===== src/rtl/lpi_pkg.sv =====
package lpi_pkg;
  localparam int LPI_FIRST = 8192;

  typedef enum logic [3:0] {
    ST_IDLE, ST_PWAIT, ST_PDATA, ST_PPOST,
    ST_CWAIT, ST_CDATA, ST_SWAIT, ST_SDATA, ST_SBIT
  } lpi_state_t;

  // priority derived from a configuration byte
  function automatic logic [7:0] cfg_prio(input logic [7:0] cfg, input logic sd);
    logic [7:0] fld;
    fld = {cfg[7:2], 2'b00};
    return sd ? fld : {1'b1, fld[7:1]};
  endfunction
endpackage


===== src/rtl/lpi_req_gate.sv =====
module lpi_req_gate import lpi_pkg::*; #(
  parameter int AW      = 32,
  parameter int ID_W    = 16,
  parameter int IDB_MAX = 13,
  parameter int SB_W    = IDB_MAX - 1
) (
  input  logic [AW-1:0]   prop_base,
  input  logic [AW-1:0]   pend_base,
  input  logic [4:0]      id_bits,
  input  logic [ID_W-1:0] req_id,
  output logic            bases_ok,
  output logic            id_ok,
  output logic [SB_W-1:0] scan_end
);
  localparam int TW = ID_W + 1;
  logic [4:0]    idb;
  logic [TW-1:0] tbl_ids;
  logic [TW-1:0] id_ext;

  always_comb begin
    idb      = (id_bits > 5'(IDB_MAX)) ? 5'(IDB_MAX) : id_bits;
    tbl_ids  = TW'(1) << (idb + 5'd1);
    id_ext   = {1'b0, req_id};
    bases_ok = (prop_base != '0) && (pend_base != '0);
    id_ok    = (id_ext >= TW'(LPI_FIRST)) && (id_ext < tbl_ids);
    scan_end = SB_W'(tbl_ids >> 3);
  end
endmodule


===== src/rtl/lpi_prio_cmp.sv =====
module lpi_prio_cmp import lpi_pkg::*; #(
  parameter int ID_W = 16
) (
  input  logic [7:0]      cfg,
  input  logic            sec_dis,
  input  logic [ID_W-1:0] cand_id,
  input  logic            best_valid,
  input  logic [7:0]      best_prio,
  input  logic [ID_W-1:0] best_id,
  output logic [7:0]      cand_prio,
  output logic            take
);
  always_comb begin
    cand_prio = cfg_prio(cfg, sec_dis);
    take = cfg[0] && (!best_valid || (cand_prio < best_prio) ||
                      ((cand_prio == best_prio) && (cand_id <= best_id)));
  end
endmodule


===== src/rtl/lpi_bit_pick.sv =====
module lpi_bit_pick #(
  parameter int W  = 8,
  parameter int IW = $clog2(W)
) (
  input  logic [W-1:0]  vec,
  output logic          any,
  output logic [IW-1:0] idx
);
  always_comb begin
    any = |vec;
    idx = '0;
    for (int i = W - 1; i >= 0; i--) begin
      if (vec[i]) idx = IW'(i);
    end
  end
endmodule


===== src/rtl/lpi_pend_tracker.sv =====
module lpi_pend_tracker import lpi_pkg::*; #(
  parameter int AW      = 32,
  parameter int ID_W    = 16,
  parameter int IDB_MAX = 13
) (
  input  logic            clk,
  input  logic            rst,
  input  logic            req_valid,
  input  logic [ID_W-1:0] req_id,
  input  logic            req_level,
  input  logic            ctl_wr,
  input  logic            ctl_enable,
  input  logic            cap_lpi,
  input  logic            sec_dis,
  input  logic [AW-1:0]   prop_base,
  input  logic [AW-1:0]   pend_base,
  input  logic [4:0]      id_bits,
  output logic            mem_re,
  output logic            mem_we,
  output logic [AW-1:0]   mem_addr,
  output logic [7:0]      mem_wdata,
  input  logic [7:0]      mem_rdata,
  output logic            busy,
  output logic            lpi_en,
  output logic            best_valid,
  output logic [ID_W-1:0] best_id,
  output logic [7:0]      best_prio
);
  localparam int SB_W = IDB_MAX - 1;
  localparam logic [ID_W-1:0] FIRST_ID   = ID_W'(LPI_FIRST);
  localparam logic [SB_W-1:0] FIRST_BYTE = SB_W'(LPI_FIRST / 8);

  lpi_state_t      st;
  logic [ID_W-1:0] cur_id;
  logic            cur_lvl;
  logic            from_scan;
  logic [7:0]      pbyte;
  logic [SB_W-1:0] byte_idx;
  logic [SB_W-1:0] scan_end_q;

  logic            bases_ok, id_ok;
  logic [SB_W-1:0] scan_end_w;
  logic [7:0]      cand_prio;
  logic            take;
  logic            bit_any;
  logic [2:0]      bit_idx;
  logic [SB_W-1:0] next_byte;
  logic [7:0]      bit_mask;

  lpi_req_gate #(.AW(AW), .ID_W(ID_W), .IDB_MAX(IDB_MAX), .SB_W(SB_W)) u_gate (
    .prop_base(prop_base), .pend_base(pend_base), .id_bits(id_bits),
    .req_id(req_id), .bases_ok(bases_ok), .id_ok(id_ok), .scan_end(scan_end_w)
  );

  lpi_prio_cmp #(.ID_W(ID_W)) u_cmp (
    .cfg(mem_rdata), .sec_dis(sec_dis), .cand_id(cur_id),
    .best_valid(best_valid), .best_prio(best_prio), .best_id(best_id),
    .cand_prio(cand_prio), .take(take)
  );

  lpi_bit_pick #(.W(8), .IW(3)) u_pick (
    .vec(pbyte), .any(bit_any), .idx(bit_idx)
  );

  assign next_byte = byte_idx + SB_W'(1);
  assign bit_mask  = 8'b1 << cur_id[2:0];
  assign busy      = (st != ST_IDLE);

  always_ff @(posedge clk) begin
    if (rst) begin
      st         <= ST_IDLE;
      cur_id     <= '0;
      cur_lvl    <= 1'b0;
      from_scan  <= 1'b0;
      pbyte      <= '0;
      byte_idx   <= '0;
      scan_end_q <= '0;
      mem_re     <= 1'b0;
      mem_we     <= 1'b0;
      mem_addr   <= '0;
      mem_wdata  <= '0;
      lpi_en     <= 1'b0;
      best_valid <= 1'b0;
      best_id    <= '0;
      best_prio  <= 8'hFF;
    end else begin
      mem_re <= 1'b0;
      mem_we <= 1'b0;
      case (st)
        ST_IDLE: begin
          if (ctl_wr) begin
            if (cap_lpi) begin
              if (ctl_enable) begin
                lpi_en <= 1'b1;
                if (bases_ok) begin
                  best_valid <= 1'b0;
                  best_prio  <= 8'hFF;
                  byte_idx   <= FIRST_BYTE;
                  scan_end_q <= scan_end_w;
                  if (scan_end_w > FIRST_BYTE) begin
                    mem_re   <= 1'b1;
                    mem_addr <= pend_base + AW'(FIRST_BYTE);
                    st       <= ST_SWAIT;
                  end
                end
              end else begin
                lpi_en <= 1'b0;
              end
            end
          end else if (req_valid && lpi_en && bases_ok && id_ok) begin
            cur_id   <= req_id;
            cur_lvl  <= req_level;
            mem_re   <= 1'b1;
            mem_addr <= pend_base + AW'(req_id >> 3);
            st       <= ST_PWAIT;
          end
        end
        ST_PWAIT: st <= ST_PDATA;
        ST_PDATA: begin
          if (mem_rdata[cur_id[2:0]] == cur_lvl) begin
            st <= ST_IDLE;
          end else begin
            mem_we    <= 1'b1;
            mem_wdata <= cur_lvl ? (mem_rdata | bit_mask) : (mem_rdata & ~bit_mask);
            st        <= ST_PPOST;
          end
        end
        ST_PPOST: begin
          if (cur_lvl) begin
            from_scan <= 1'b0;
            mem_re    <= 1'b1;
            mem_addr  <= prop_base + AW'(cur_id - FIRST_ID);
            st        <= ST_CWAIT;
          end else if (best_valid && (best_id == cur_id)) begin
            best_valid <= 1'b0;
            best_prio  <= 8'hFF;
            byte_idx   <= FIRST_BYTE;
            scan_end_q <= scan_end_w;
            if (scan_end_w > FIRST_BYTE) begin
              mem_re   <= 1'b1;
              mem_addr <= pend_base + AW'(FIRST_BYTE);
              st       <= ST_SWAIT;
            end else begin
              st <= ST_IDLE;
            end
          end else begin
            st <= ST_IDLE;
          end
        end
        ST_CWAIT: st <= ST_CDATA;
        ST_CDATA: begin
          if (take) begin
            best_valid <= 1'b1;
            best_id    <= cur_id;
            best_prio  <= cand_prio;
          end
          st <= from_scan ? ST_SBIT : ST_IDLE;
        end
        ST_SWAIT: st <= ST_SDATA;
        ST_SDATA: begin
          pbyte <= mem_rdata;
          st    <= ST_SBIT;
        end
        ST_SBIT: begin
          if (bit_any) begin
            pbyte     <= pbyte & ~(8'b1 << bit_idx);
            cur_id    <= ID_W'({byte_idx, bit_idx});
            from_scan <= 1'b1;
            mem_re    <= 1'b1;
            mem_addr  <= prop_base + AW'(ID_W'({byte_idx, bit_idx}) - FIRST_ID);
            st        <= ST_CWAIT;
          end else if (next_byte >= scan_end_q) begin
            st <= ST_IDLE;
          end else begin
            byte_idx <= next_byte;
            mem_re   <= 1'b1;
            mem_addr <= pend_base + AW'(next_byte);
            st       <= ST_SWAIT;
          end
        end
        default: st <= ST_IDLE;
      endcase
    end
  end


  rw_excl_chk: assert property (@(posedge clk) disable iff (rst) !(mem_re && mem_we));

  idle_quiet_chk: assert property (@(posedge clk) disable iff (rst) !busy |-> (!mem_re && !mem_we));

  rmw_addr_chk: assert property (@(posedge clk) disable iff (rst)
    mem_we |-> ($past(mem_re, 2) && ($past(mem_addr, 2) == mem_addr)));

  none_prio_chk: assert property (@(posedge clk) disable iff (rst) !best_valid |-> (best_prio == 8'hFF));

  valid_prio_chk: assert property (@(posedge clk) disable iff (rst) best_valid |-> (best_prio != 8'hFF));

  drop_dis_chk: assert property (@(posedge clk) disable iff (rst)
    (!busy && !ctl_wr && req_valid && !lpi_en) |=> !busy);

  no_cap_chk: assert property (@(posedge clk) disable iff (rst)
    (!busy && ctl_wr && !cap_lpi) |=> ($stable(lpi_en) && !busy));

  disable_keep_chk: assert property (@(posedge clk) disable iff (rst)
    (!busy && ctl_wr && cap_lpi && !ctl_enable) |=> (!lpi_en && $stable(best_valid) && $stable(best_id)));
endmodule


===== config.mk =====
export PLATFORM = sky130hd
export DESIGN_NAME = lpi_pend_tracker
export DESIGN_NICKNAME = d
export VERILOG_FILES = /design/src/rtl/lpi_pkg.sv /design/src/rtl/lpi_req_gate.sv /design/src/rtl/lpi_prio_cmp.sv /design/src/rtl/lpi_bit_pick.sv /design/src/rtl/lpi_pend_tracker.sv
export SDC_FILE = /design/constraint.sdc
export NUM_CORES = 1
export LEC_CHECK = 0
export ABC_AREA = 0
export BUFFER_PORTS_ARGS = -buffer_cell sky130_fd_sc_hd__buf_2
export CORE_UTILIZATION = 30
export DETAILED_ROUTE_END_ITERATION = 8
export PLACE_DENSITY_LB_ADDON = 0.12
export SLEW_MARGIN = 25
export SYNTH_ARGS = -nofsm -noshare
export SYNTH_HDL_FRONTEND = slang
export SYNTH_SLANG_ARGS = --single-unit

===== constraint.sdc =====
create_clock -name clk -period 7.48 [get_ports clk]
set_clock_uncertainty 0.1 [all_clocks]
set_input_delay 2.244 -clock clk [delete_from_list [all_inputs] [get_ports clk]]
set_output_delay 2.244 -clock clk [all_outputs]
set_load 0.02 [all_outputs]

==> summary.txt, run 1 <==
Setup path
  – CP Launch Type: primary input
  – WP data required: approximately 7.7 ns
  – Arrival time worst endpoint: 5.63 ns
  – Kind of critical path: primary input to flop
  – CP Max Fanout: 30
  – Worst setup EP type: flop

Clock tree
  – CTS tree: built
  – Longest Clk Path Bufs: 2
  – H-tree depth: 4
  – Cts bufs inserted: 17
  – PostCTS Resize Cnt: 0
  – CTS clk-pin slew, worst paths: 0.06 ns
  – Clock Sinks: 122
  – Worst skew pair latency: 0.45 ns
  – Setup Fix Bufs, Post-CTS: 0
  – Post-CTS Hold Buffers: 0
  – Root Driver: clkbuf_16

STA
  – Unrepaired setup endpoints after global routing: no
  – Final setup vio count: 0
  – Tcrit/Tclk final: 0.7259
  – Fin Setup TNS: 0 ns
  – Tightest Pin Transition: between 0.8 and 0.9 ns
  – Fmax: approximately 180 MHz
  – Hold Slack: roughly 0.38 ns
  – Relative slew slack: 0.4275
  – Final hold vios: 0
  – Final Slew Violations: 0
  – Post-layout min period: around 5.4 ns

Power and ir drop
  – Switching Fraction: 0.4087
  – Int Pwr: 1.526 mW
  – Max VDD drop: approximately 0.00018 V
  – LEAKAGE: 6.536 nW
  – Comb pwr share: 0.386
  – Clock power share: 0.322
  – Psw: 1.055 mW
  – Power share of the sequential group: 0.291
  – Pwr/cell area: roughly 170 nW/um2

Logic synthesis
  – Synthesis Warnings: 0
  – Synth area leader: dfxtp_1
  – Most instantiated cells after synthesis: nor2_1, a21oi_1, nand2_1, ha_1, dfxtp_1
  – Synth Cell Area: 13670 um2
  – Post-Synthesis Cells: 1888
  – FF+latch count, synth: 122
  – Unique masters post-synth: 78
  – Count leader, synth: nor2_1
  – Post-Syn Area per Cell: about 7.2 um2
  – EDFF count, synth: 0
  – Asr flop ratio synth: 0
  – Prevailing post-synth register cell: dfxtp_1
  – Synth area leaders: dfxtp_1, ha_1, a21oi_1
  – Sequential area share after synthesis: 0.1787
  – Syn nets: roughly 2100
  – Synth top area share: 0.1787

Die
  – Core Region: 44610 um2
  – Die area: 46430 um2
  – IO Pins: 170
  – Row cnt: between 70 and 80
  – Initial Util: 0.3065
  – Die Wd: 215.5 um
  – Die Height: 215.5 um

Placement
  – Number of I/O port buffers: 169
  – Post-DP HPWL: 45.89 mm
  – RePlAce Congestion: 0.9548

Finish
  – N_diodes: 0
  – Area growth syn-to-layout: 14.25%
  – Final net count: 2243
  – Fill count: just under 5000
  – Layout cell share with drive strength beyond 1: 0.1274

Job
  – Max Cap Violations: 0

Global routing
  – GRT overflow: 0
  – GRT Total Usage: 0.2459
  – Largest net degree at the start of global routing: 76
  – Via count of the first global-routing pass: 13650
  – Global-route wire length before repair: 86.65 mm
  – Initial antenna violation count: 0

Outcome
  – Status: complete, no violations

Routing
  – Final WL: 58.19 mm
  – Via count: between 10000 and 15000
  – DRT Pass-1 Iters: 5
  – Post-route ant nets: 0
  – Drt drc: 0
  – Vias per cell: 5.687
  – DRT iter0 DRCs: ~1300
  – DR WL/cell: 22.37 um

Min path
  – Min-delay worst type: flop to flop
routing by layer:
| layer | routed length [um] | share of wire | global-route usage | vias to the layer above |
|---|---|---|---|---|
| li1 | - | - | - | 7180 |
| met1 | 28660 | 0.49 | 0.3642 | 7040 |
| met2 | 24820 | 0.43 | 0.3687 | 518 |
| met3 | 3763 | 0.065 | 0.03749 | 55 |
| met4 | 947 | 0.016 | 0.05697 | 0 |
| met5 | 0 | 0 | 0 | - |
per-stage QoR:
step	worst slack, ns	area [um2]	cells	total power [mW]	util
after detailed placement	1.565	15050	2569	1.743	0.3373
final	2.050	15620	2601	2.581	0.3501
after global routing	1.774	15620	2601	2.714	0.3501
after global placement	1.619	15050	2569	1.740	0.3373
after CTS	2.035	15620	2601	2.581	0.3501
after floorplan	1.328	13670	1888	1.407	-
flip-flops by register name, indices dropped and copies added, names as in the netlist, 4 cells and up:
signal and flops:
mem_addr 32, pbyte 8, st 4, byte_idx 12, scan_end_q 12, cur_id 16, best_prio 8, mem_wdata 8
best_id 16
cell type report:
type,instances,area (um2),share of cell area
Clock buffer,20,456.7,0.02924
Clock inverter,12,113.9,0.007290
Inverter,74,277.8,0.01778
Multi-Input combinational cell,1587,10550,0.6756
Sequential cell,122,2442,0.1564
Tap cell,592,740.7,0.04742
Timing Repair Buffer,194,1036,0.06633
cells in the final DEF, fill, tap and decap left out, drive strengths merged, types with 20 or more instances in the layout:
cell type,count
buf,194
nand2b,30
clkbuf,20
a311oi,31
xnor2,66
dfxtp,122
nor4,27
mux2i,41
nand4,27
a21oi,174
o21a,24
o21ai,98
ha,142
nand2,172
o22ai,21
inv,78
nor2,221
a211oi,50
and3,26
nor2b,21
o211ai,22
xor2,54
nand3,45
a21o,43
nor3,51
power by group through the flow:
| stage | registers, mW | logic (mW) | clock network, mW |
|---|---|---|---|
| after global placement | 0.765 | 0.975 | 0 |
| after global routing | 0.755 | 1.09 | 0.870 |
| after floorplan | 0.781 | 0.626 | 0 |
| final | 0.751 | 0.997 | 0.832 |
| after detailed placement | 0.764 | 0.979 | 0 |
| after CTS | 0.751 | 0.985 | 0.845 |
path summary, 6_finish.rpt:
path | slack [ns] | start | to | cells after the start
min | 0.38 | scan_end_q[8]$_SDFFE_PP0P_ | scan_end_q[8]$_SDFFE_PP0P_ | 2
max reg2reg | 2.20 | byte_idx[0]$_SDFFE_PP0P_ | mem_addr[22]$_SDFFE_PP0P_ | 17
min reg2reg | 0.38 | scan_end_q[8]$_SDFFE_PP0P_ | scan_end_q[8]$_SDFFE_PP0P_ | 2
max | 2.05 | id_bits[1] | mem_addr[22]$_SDFFE_PP0P_ | 15
logic make-up after synthesis:
| group | after synthesis | synth area share |
|---|---|---|
| XOR/XNOR | 120 | 0.07688 |
| AND/OR/NAND/NOR | 687 | 0.2388 |
| flip-flops | 122 | 0.1787 |
| other | 1 | 0.0002743 |
| AO/OA/AOI/OAI | 580 | 0.2775 |
| multiplexers | 53 | 0.04155 |
| adder cells (fa/ha/maj) | 146 | 0.1358 |
| buffers and inverters | 179 | 0.05052 |
worst max-delay path, stage by stage:
cell      delay, ns
buf_2          0.14
or2_2          0.29
a31o_2         0.26
inv_1          0.08
ha_1           0.24
a21o_1         0.18
a211oi_1       0.45
nor2_1         0.08
a211o_1        0.27
o21ai_0        0.21
o211a_2        0.29
buf_4          0.34
o221ai_1       0.18
a221oi_1       0.25
a211oi_1       0.11
(Power assumes the default switching activity.)
==> run 2: changes to the inputs <==
- clock period: 7.48 -> 5.1 ns (I/O delays scaled with it)
==> summary.txt, run 2 (synthesis results as in run 1) <==
Power and ir drop
  – Int Pwr: 2.347 mW (+54%)
  – Max VDD drop: 0.0002664 V (+46%)
  – Switching Fraction: 0.4024 (-0.006247)
  – LEAKAGE: 6.727 nW (+2.9%)
  – Psw: 1.580 mW (+50%)
  – Comb pwr share: 0.386 (about the same)
  – Power share of the sequential group: 0.278 (-0.013)
  – Clock power share: 0.336 (+0.014)
  – Pwr/cell area: 246.7 nW/um2 (+49%)

Min path
  – Min-delay worst type: flop to flop
  – Hold path start: scan_end_q[8]$_SDFFE_PP0P_

Finish
  – Seq. cell area: 2442 um2 (unchanged)
  – Final net count: 2276 (+1.5%)
  – Top flop regs: mem_addr (32), best_id (16), cur_id (16)
  – Commonest cells after routing, fill and taps aside: nor2_1, a21oi_1, nand2_1
  – Layout cell share with drive strength beyond 1: 0.1421 (+0.01466)
  – Fin cells: 2633 (+1.2%)
  – Fill count: 4772 (-0.73%)
  – Final instance area: 15920 um2 (+1.9%)
  – Top reg by flops: mem_addr
  – Area growth syn-to-layout: 16.46%
  – Most common cell after layout, fill and taps aside: nor2_1
  – N_diodes: 0 (unchanged)
  – Flip-flop count of the largest register after layout: 32 (unchanged)
  – Final core occ: 0.3569 (+0.006760)
  – Multi-input logic area: 10560 um2 (about the same)

Routing
  – Vias per cell: 5.742 (+0.97%)
  – Post-route ant nets: 0 (unchanged)
  – Final WL: 59.72 mm (+2.6%)
  – Met3 Wirelength: 4.120 mm (+9.5%)
  – DRT Pass-1 Iters: 5 (unchanged)
  – Max Used Layer: met4
  – WL met2: 25.27 mm (+1.8%)
  – M1 WL: 29.41 mm (+2.6%)
  – DRT iter0 DRCs: 1548 (+24%)
  – DR WL/cell: 22.68 um (+1.4%)
  – Via count: 15120 (+2.2%)
  – Drt drc: 0 (unchanged)

Die
  – Initial Util: 0.3065 (unchanged)
  – Row cnt: 77 (unchanged)
  – Die Height: 215.5 um (unchanged)
  – IO Pins: 170 (unchanged)
  – Die area: 46430 um2 (unchanged)
  – Die Wd: 215.5 um (unchanged)
  – Core Region: 44610 um2 (unchanged)

Global routing
  – Initial antenna violation count: 0 (unchanged)
  – GRT overflow: 0 (unchanged)
  – Global-route wire length before repair: 88.84 mm (+2.5%)
  – Largest net degree at the start of global routing: 55 (-28%)
  – GRT Total Usage: 0.2517 (+0.005809)
  – Via count of the first global-routing pass: 13990 (+2.5%)

Placement
  – Post-DP Area: 15310 um2 (+1.8%)
  – Placed insts: 2602 (+1.3%)
  – Post-DP HPWL: 47.65 mm (+3.8%)
  – RePlAce Congestion: 0.9062 (-5.1%)
  – Number of I/O port buffers: 169 (unchanged)

STA
  – Final hold vios: 0 (unchanged)
  – Tightest Pin Transition: 0.7463 ns (-0.1124 ns)
  – Final setup vio count: 0 (unchanged)
  – Relative slew slack: 0.5025 (+0.07493)
  – Hold Slack: 0.3741 ns (-0.001530 ns)
  – Fmax: 221.7 MHz
  – Final Slew Violations: 0 (unchanged)
  – Fin Setup TNS: 0 ns (unchanged)
  – Unrepaired setup endpoints after global routing: no
  – Tcrit/Tclk final: 0.8846
  – Post-layout min period: approximately 4.5 ns

Setup path
  – Reg-to-reg setup timing slack: 0.63 ns (-1.57 ns)
  – CP Max Fanout: 4 (-87%)
  – Worst Setup SP: id_bits[1]
  – Kind of critical path: primary input to flop
  – Reg-to-Reg Start: byte_idx[2]$_SDFFE_PP0P_
  – End point of the critical path: mem_addr[28]$_SDFFE_PP0P_
  – CP Launch Type: primary input
  – R2R depth: 17 (unchanged)
  – Arrival time worst endpoint: 4.72 ns (-0.91 ns)
  – Reg2reg end: byte_idx[2]$_SDFFE_PP0P_
  – WP data required: 5.31 ns (-2.37 ns)
  – Worst setup EP type: flop

Clock tree
  – Root Driver: clkbuf_16
  – Setup Fix Bufs, Post-CTS: 0 (unchanged)
  – Post-CTS Hold Buffers: 0 (unchanged)
  – Worst skew pair latency: 0.46 ns (about the same)
  – PostCTS Resize Cnt: 0 (unchanged)
  – Longest Clk Path Bufs: 2 (unchanged)
  – Clock Sinks: 122 (unchanged)
  – H-tree depth: 4 (unchanged)
  – CTS tree: built
  – CTS clk-pin slew, worst paths: 0.07 ns (about the same)
  – Cts bufs inserted: 17 (unchanged)

Job
  – Max Cap Violations: 0 (unchanged)

Outcome
  – Status: complete, no violations
==> run 2: changes by cell type in the layout (fill, tap and decap cells not counted), moves of 2 or more <==
cell | before | now
bufinv_16 | 1 | 3
clkinvlp_4 | 4 | 2
buf_4 | 26 | 58
clkinv_4 | 1 | 3
==> run 2: how the worst min path moves through the flow <==
| stage | to | cells past startpoint | slack [ns] |
|---|---|---|---|
| 2_1_floorplan | scan_end_q[1]$_SDFFE_PP0P_ | 2 | 0.35 |
| 3_3_place_gp | scan_end_q[2]$_SDFFE_PP0P_ | 2 | 0.36 |
| 3_5_place_dp | scan_end_q[8]$_SDFFE_PP0P_ | 2 | 0.36 |
| 4_1_cts | scan_end_q[8]$_SDFFE_PP0P_ | 2 | 0.37 |
| 5_1_grt | scan_end_q[2]$_SDFFE_PP0P_ | 2 | 0.39 |
| 6_report | scan_end_q[8]$_SDFFE_PP0P_ | 2 | 0.37 |
==> run 2: layout make-up <==
| type | count | area share |
|---|---|---|
| clock inverters | 13 | 0.01053 |
| well taps | 592 | 0.04653 |
| repair buffers | 227 | 0.08142 |
| multi-input cells | 1587 | 0.6631 |
| clock buffers | 18 | 0.02759 |
| inverters | 74 | 0.01745 |
| flip-flops and latches | 122 | 0.1534 |
==> run 2: power groups by stage <==
| stage | clock, mW | combinational (mW) | sequential, mW |
|---|---|---|---|
| 6_report | 1.32 | 1.51 | 1.09 |
| 3_3_place_gp | 0 | 1.47 | 1.12 |
| 4_1_cts | 1.33 | 1.49 | 1.10 |
| 5_1_grt | 1.36 | 1.64 | 1.10 |
| 2_1_floorplan | 0 | 0.919 | 1.15 |
| 3_5_place_dp | 0 | 1.48 | 1.12 |
==> run 2: per-layer routing <==
metal / GRT usage / up-vias
met2: 0.3717 / 564
li1: - / 7230
met3: 0.03693 / 51
met1: 0.3784 / 7275
met4: 0.05816 / 0
met5: 0 / -
==> run 2: worst max-delay path, cell delays in order <==
cell	delay, ns
buf_2	0.10
or2_2	0.28
a31o_2	0.25
inv_1	0.10
ha_1	0.25
a21o_1	0.19
a211oi_2	0.28
nor2_1	0.06
a211o_1	0.27
o21ai_0	0.22
o211a_2	0.35
or4b_1	0.47
a2111oi_2	0.22
a311oi_1	0.14
==> run 2: per-stage QoR <==
stage / setup WS (ns) / total power [mW]
2_1_floorplan: 0.007250 / 2.065
3_3_place_gp: 0.1716 / 2.588
3_5_place_dp: 0.1289 / 2.593
4_1_cts: 0.6018 / 3.913
5_1_grt: 0.3720 / 4.100
6_report: 0.5888 / 3.927
==> run 3: changes to the inputs <==
==> constraint.sdc (replaced) <==
create_clock -name clk -period 5.1 [get_ports clk]
set_clock_uncertainty 0.1 [all_clocks]
set_input_delay 0.51 -clock clk [delete_from_list [all_inputs] [get_ports clk]]
set_output_delay 0.51 -clock clk [all_outputs]
set_load 0.02 [all_outputs]
==> summary.txt, run 3 (synthesis results as in run 1) <==
Global routing
  – Initial antenna violation count: 1 (+1)
  – Largest net degree at the start of global routing: 73 (+33%)
  – GRT overflow: 0 (unchanged)
  – GRT Total Usage: 0.2482 (-0.003503)
  – Via count of the first global-routing pass: 13730 (-1.8%)
  – Global-route wire length before repair: 86.86 mm (-2.2%)

Finish
  – Flip-flop count of the largest register after layout: 32 (unchanged)
  – Final instance area: 15640 um2 (-1.7%)
  – Final net count: 2246 (-1.3%)
  – Most common cell after layout, fill and taps aside: nor2_1
  – Top reg by flops: mem_addr
  – Final core occ: 0.3507 (-0.006227)
  – N_diodes: 0 (unchanged)
  – Seq. cell area: 2442 um2 (unchanged)
  – Top flop regs: mem_addr (32), best_id (16), cur_id (16)
  – Area growth syn-to-layout: 14.42%
  – Multi-input logic area: 10560 um2 (unchanged)
  – Fill count: 4774 (+0.042%)
  – Layout cell share with drive strength beyond 1: 0.1287 (-0.01336)
  – Commonest cells after routing, fill and taps aside: nor2_1, a21oi_1, nand2_1

STA
  – Relative slew slack: 0.3268 (-0.1756)
  – Tightest Pin Transition: 1.006 ns (+0.2597 ns)
  – Tcrit/Tclk final: 0.9016 (+0.01704)
  – Final Slew Violations: 0 (unchanged)
  – Fmax: 217.5 MHz (-1.9%)
  – Post-layout min period: 4.598 ns (+0.08690 ns)
  – Final hold vios: 0 (unchanged)
  – Fin Setup TNS: 0 ns (unchanged)
  – Final setup vio count: 0 (unchanged)
  – Unrepaired setup endpoints after global routing: no

Setup path
  – Critical path's top delay family: compound AO/OA/AOI/OAI gates
  – WP data required: 5.29 ns (-0.02 ns)
  – Worst setup EP type: flop
  – Buf/Inv on CP: 1 (-1)
  – Slowest stage cell, crit path: dfxtp_1
  – Reg-to-Reg Start: byte_idx[2]$_SDFFE_PP0P_
  – Reg-to-reg setup timing slack: 0.50 ns (-0.13 ns)
  – Reg2reg end: mem_addr[12]$_SDFFE_PP0P_
  – Critical Path Stages: 17 (+3)
  – Crit path top cell by count: and3_1
  – End point of the critical path: mem_addr[12]$_SDFFE_PP0P_
  – Kind of critical path: flop to flop
  – CP Max Fanout: 32 (+28)
  – Slowest stage delay, CP: 0.44 ns (-0.03 ns)
  – Cell Chain, Critical Path: and3_1, and3_1, and3_1, and3_1, nand3_1, xnor2_1, ha_1, a21oi_1, nand2_1, a211oi_1, o21ai_0, o221ai_2, o211a_2, buf_4, o221ai_1, a31oi_1, a211oi_1
  – R2R depth: 17 (unchanged)
  – Worst Setup SP: byte_idx[2]$_SDFFE_PP0P_
  – Arrival time worst endpoint: 4.78 ns (+0.06 ns)
  – CP Launch Type: flop

Clock tree
  – Post-CTS Hold Buffers: 0 (unchanged)
  – Clock Sinks: 122 (unchanged)
  – CTS tree: built
  – Longest Clk Path Bufs: 2 (unchanged)
  – Cts bufs inserted: 17 (unchanged)
  – Root Driver: clkbuf_16
  – CTS clk-pin slew, worst paths: 0.06 ns (about the same)
  – Worst skew pair latency: 0.45 ns (about the same)
  – H-tree depth: 4 (unchanged)

Die
  – Core Region: 44610 um2 (unchanged)
  – IO Pins: 170 (unchanged)
  – Die Height: 215.5 um (unchanged)
  – Initial Util: 0.3065 (unchanged)
  – Die area: 46430 um2 (unchanged)
  – Row cnt: 77 (unchanged)
  – Die Wd: 215.5 um (unchanged)

Power and ir drop
  – Power Total: 3.789 mW (-3.5%)
  – Max VDD drop: 0.0002510 V (-5.8%)
  – Pwr/cell area: 242.2 nW/um2 (-1.8%)
  – LEAKAGE: 6.542 nW (-2.7%)

Placement
  – Post-DP HPWL: 46.95 mm (-1.5%)
  – Number of I/O port buffers: 169 (unchanged)
  – RePlAce Congestion: 0.9387 (+3.6%)
  – Post-DP Area: 15070 um2 (-1.6%)

Routing
  – DRT Pass-1 Iters: 5 (unchanged)
  – Vias per cell: 5.712 (-0.52%)
  – DR WL/cell: 22.68 um (about the same)
  – Post-route ant nets: 0 (unchanged)
  – DRT iter0 DRCs: 1277 (-18%)
  – Drt drc: 0 (unchanged)
  – Final WL: 59.06 mm (-1.1%)
  – Via count: 14880 (-1.6%)

Outcome
  – Status: complete, no violations

Job
  – Max Cap Violations: 0 (unchanged)

Min path
  – Min-delay worst type: primary input to flop
==> run 3: cell types whose count changed in the layout (fill, tap and decap cells not counted), sizes merged <==
cell      previous run  this run
buf                227       197
inv                 77        76
clkinv               5         4
clkinvlp             2         6
bufinv               3         1
clkbuf              18        19
==> run 3: where the power goes <==
| part | total (mW) | leakage [nW] | switching (mW) | internal (mW) |
|---|---|---|---|---|
| logic | 1.49 | 5.29 | 0.962 | 0.524 |
| clock network | 1.21 | 0.258 | 0.525 | 0.684 |
| registers | 1.09 | 0.991 | 0.0767 | 1.02 |
==> run 3: final cells by class <==
class                      count  share of cell area
inverter                      74             0.01776
tap                          592             0.04735
timing repair buffer         197             0.06791
multi-input combinational   1587              0.6749
clock inverter                13            0.007679
sequential                   122              0.1561
clock buffer                  19             0.02832
==> run 3: per-stage QoR <==
stage | setup slack [ns] | hold WS, ns | cells
floorplan | 0.6824 | 0.3499 | 1888
global placement | 0.6770 | 0.3640 | 2572
detailed placement | 0.5042 | 0.3627 | 2572
CTS | 0.4525 | 0.1765 | 2604
global route | 0.06143 | 0.2085 | 2604
finish | 0.5019 | 0.2017 | 2604
==> run 3: worst min path at each step <==
stage | start | end | slack, ns | depth (start not counted)
2_1_floorplan | scan_end_q[1]$_SDFFE_PP0P_ | scan_end_q[1]$_SDFFE_PP0P_ | 0.35 | 2
3_3_place_gp | mem_wdata[0]$_SDFFE_PP0P_ | mem_wdata[0]$_SDFFE_PP0P_ | 0.36 | 2
3_5_place_dp | scan_end_q[7]$_SDFFE_PP0P_ | scan_end_q[7]$_SDFFE_PP0P_ | 0.36 | 2
4_1_cts | req_level | cur_lvl$_SDFFE_PP0P_ | 0.18 | 3
5_1_grt | req_level | cur_lvl$_SDFFE_PP0P_ | 0.21 | 3
6_report | req_level | cur_lvl$_SDFFE_PP0P_ | 0.20 | 3
==> run 3: tightest hold or removal path: cells and delay by family <==
kind / cells / cell delay, ns
buf+inv: 1 / 0.08
mux: 1 / 0.05
simple gates: 1 / 0.07
==> run 3: repair_timing <==
| item | CTS | global route |
|---|---|---|
| endpoints found under the setup margin | 0 | 8 |
| gates resized for setup | 0 | 2 |
| buffers inserted | 0 | 0 |
==> run 3: per-layer routing <==
layer	routed length, um	vias up	global-route usage
li1	-	7159	-
met1	29050	7103	0.3658
met2	25040	541	0.3710
met3	3418	70	0.02791
met4	1539	2	0.08156
met5	13	-	0
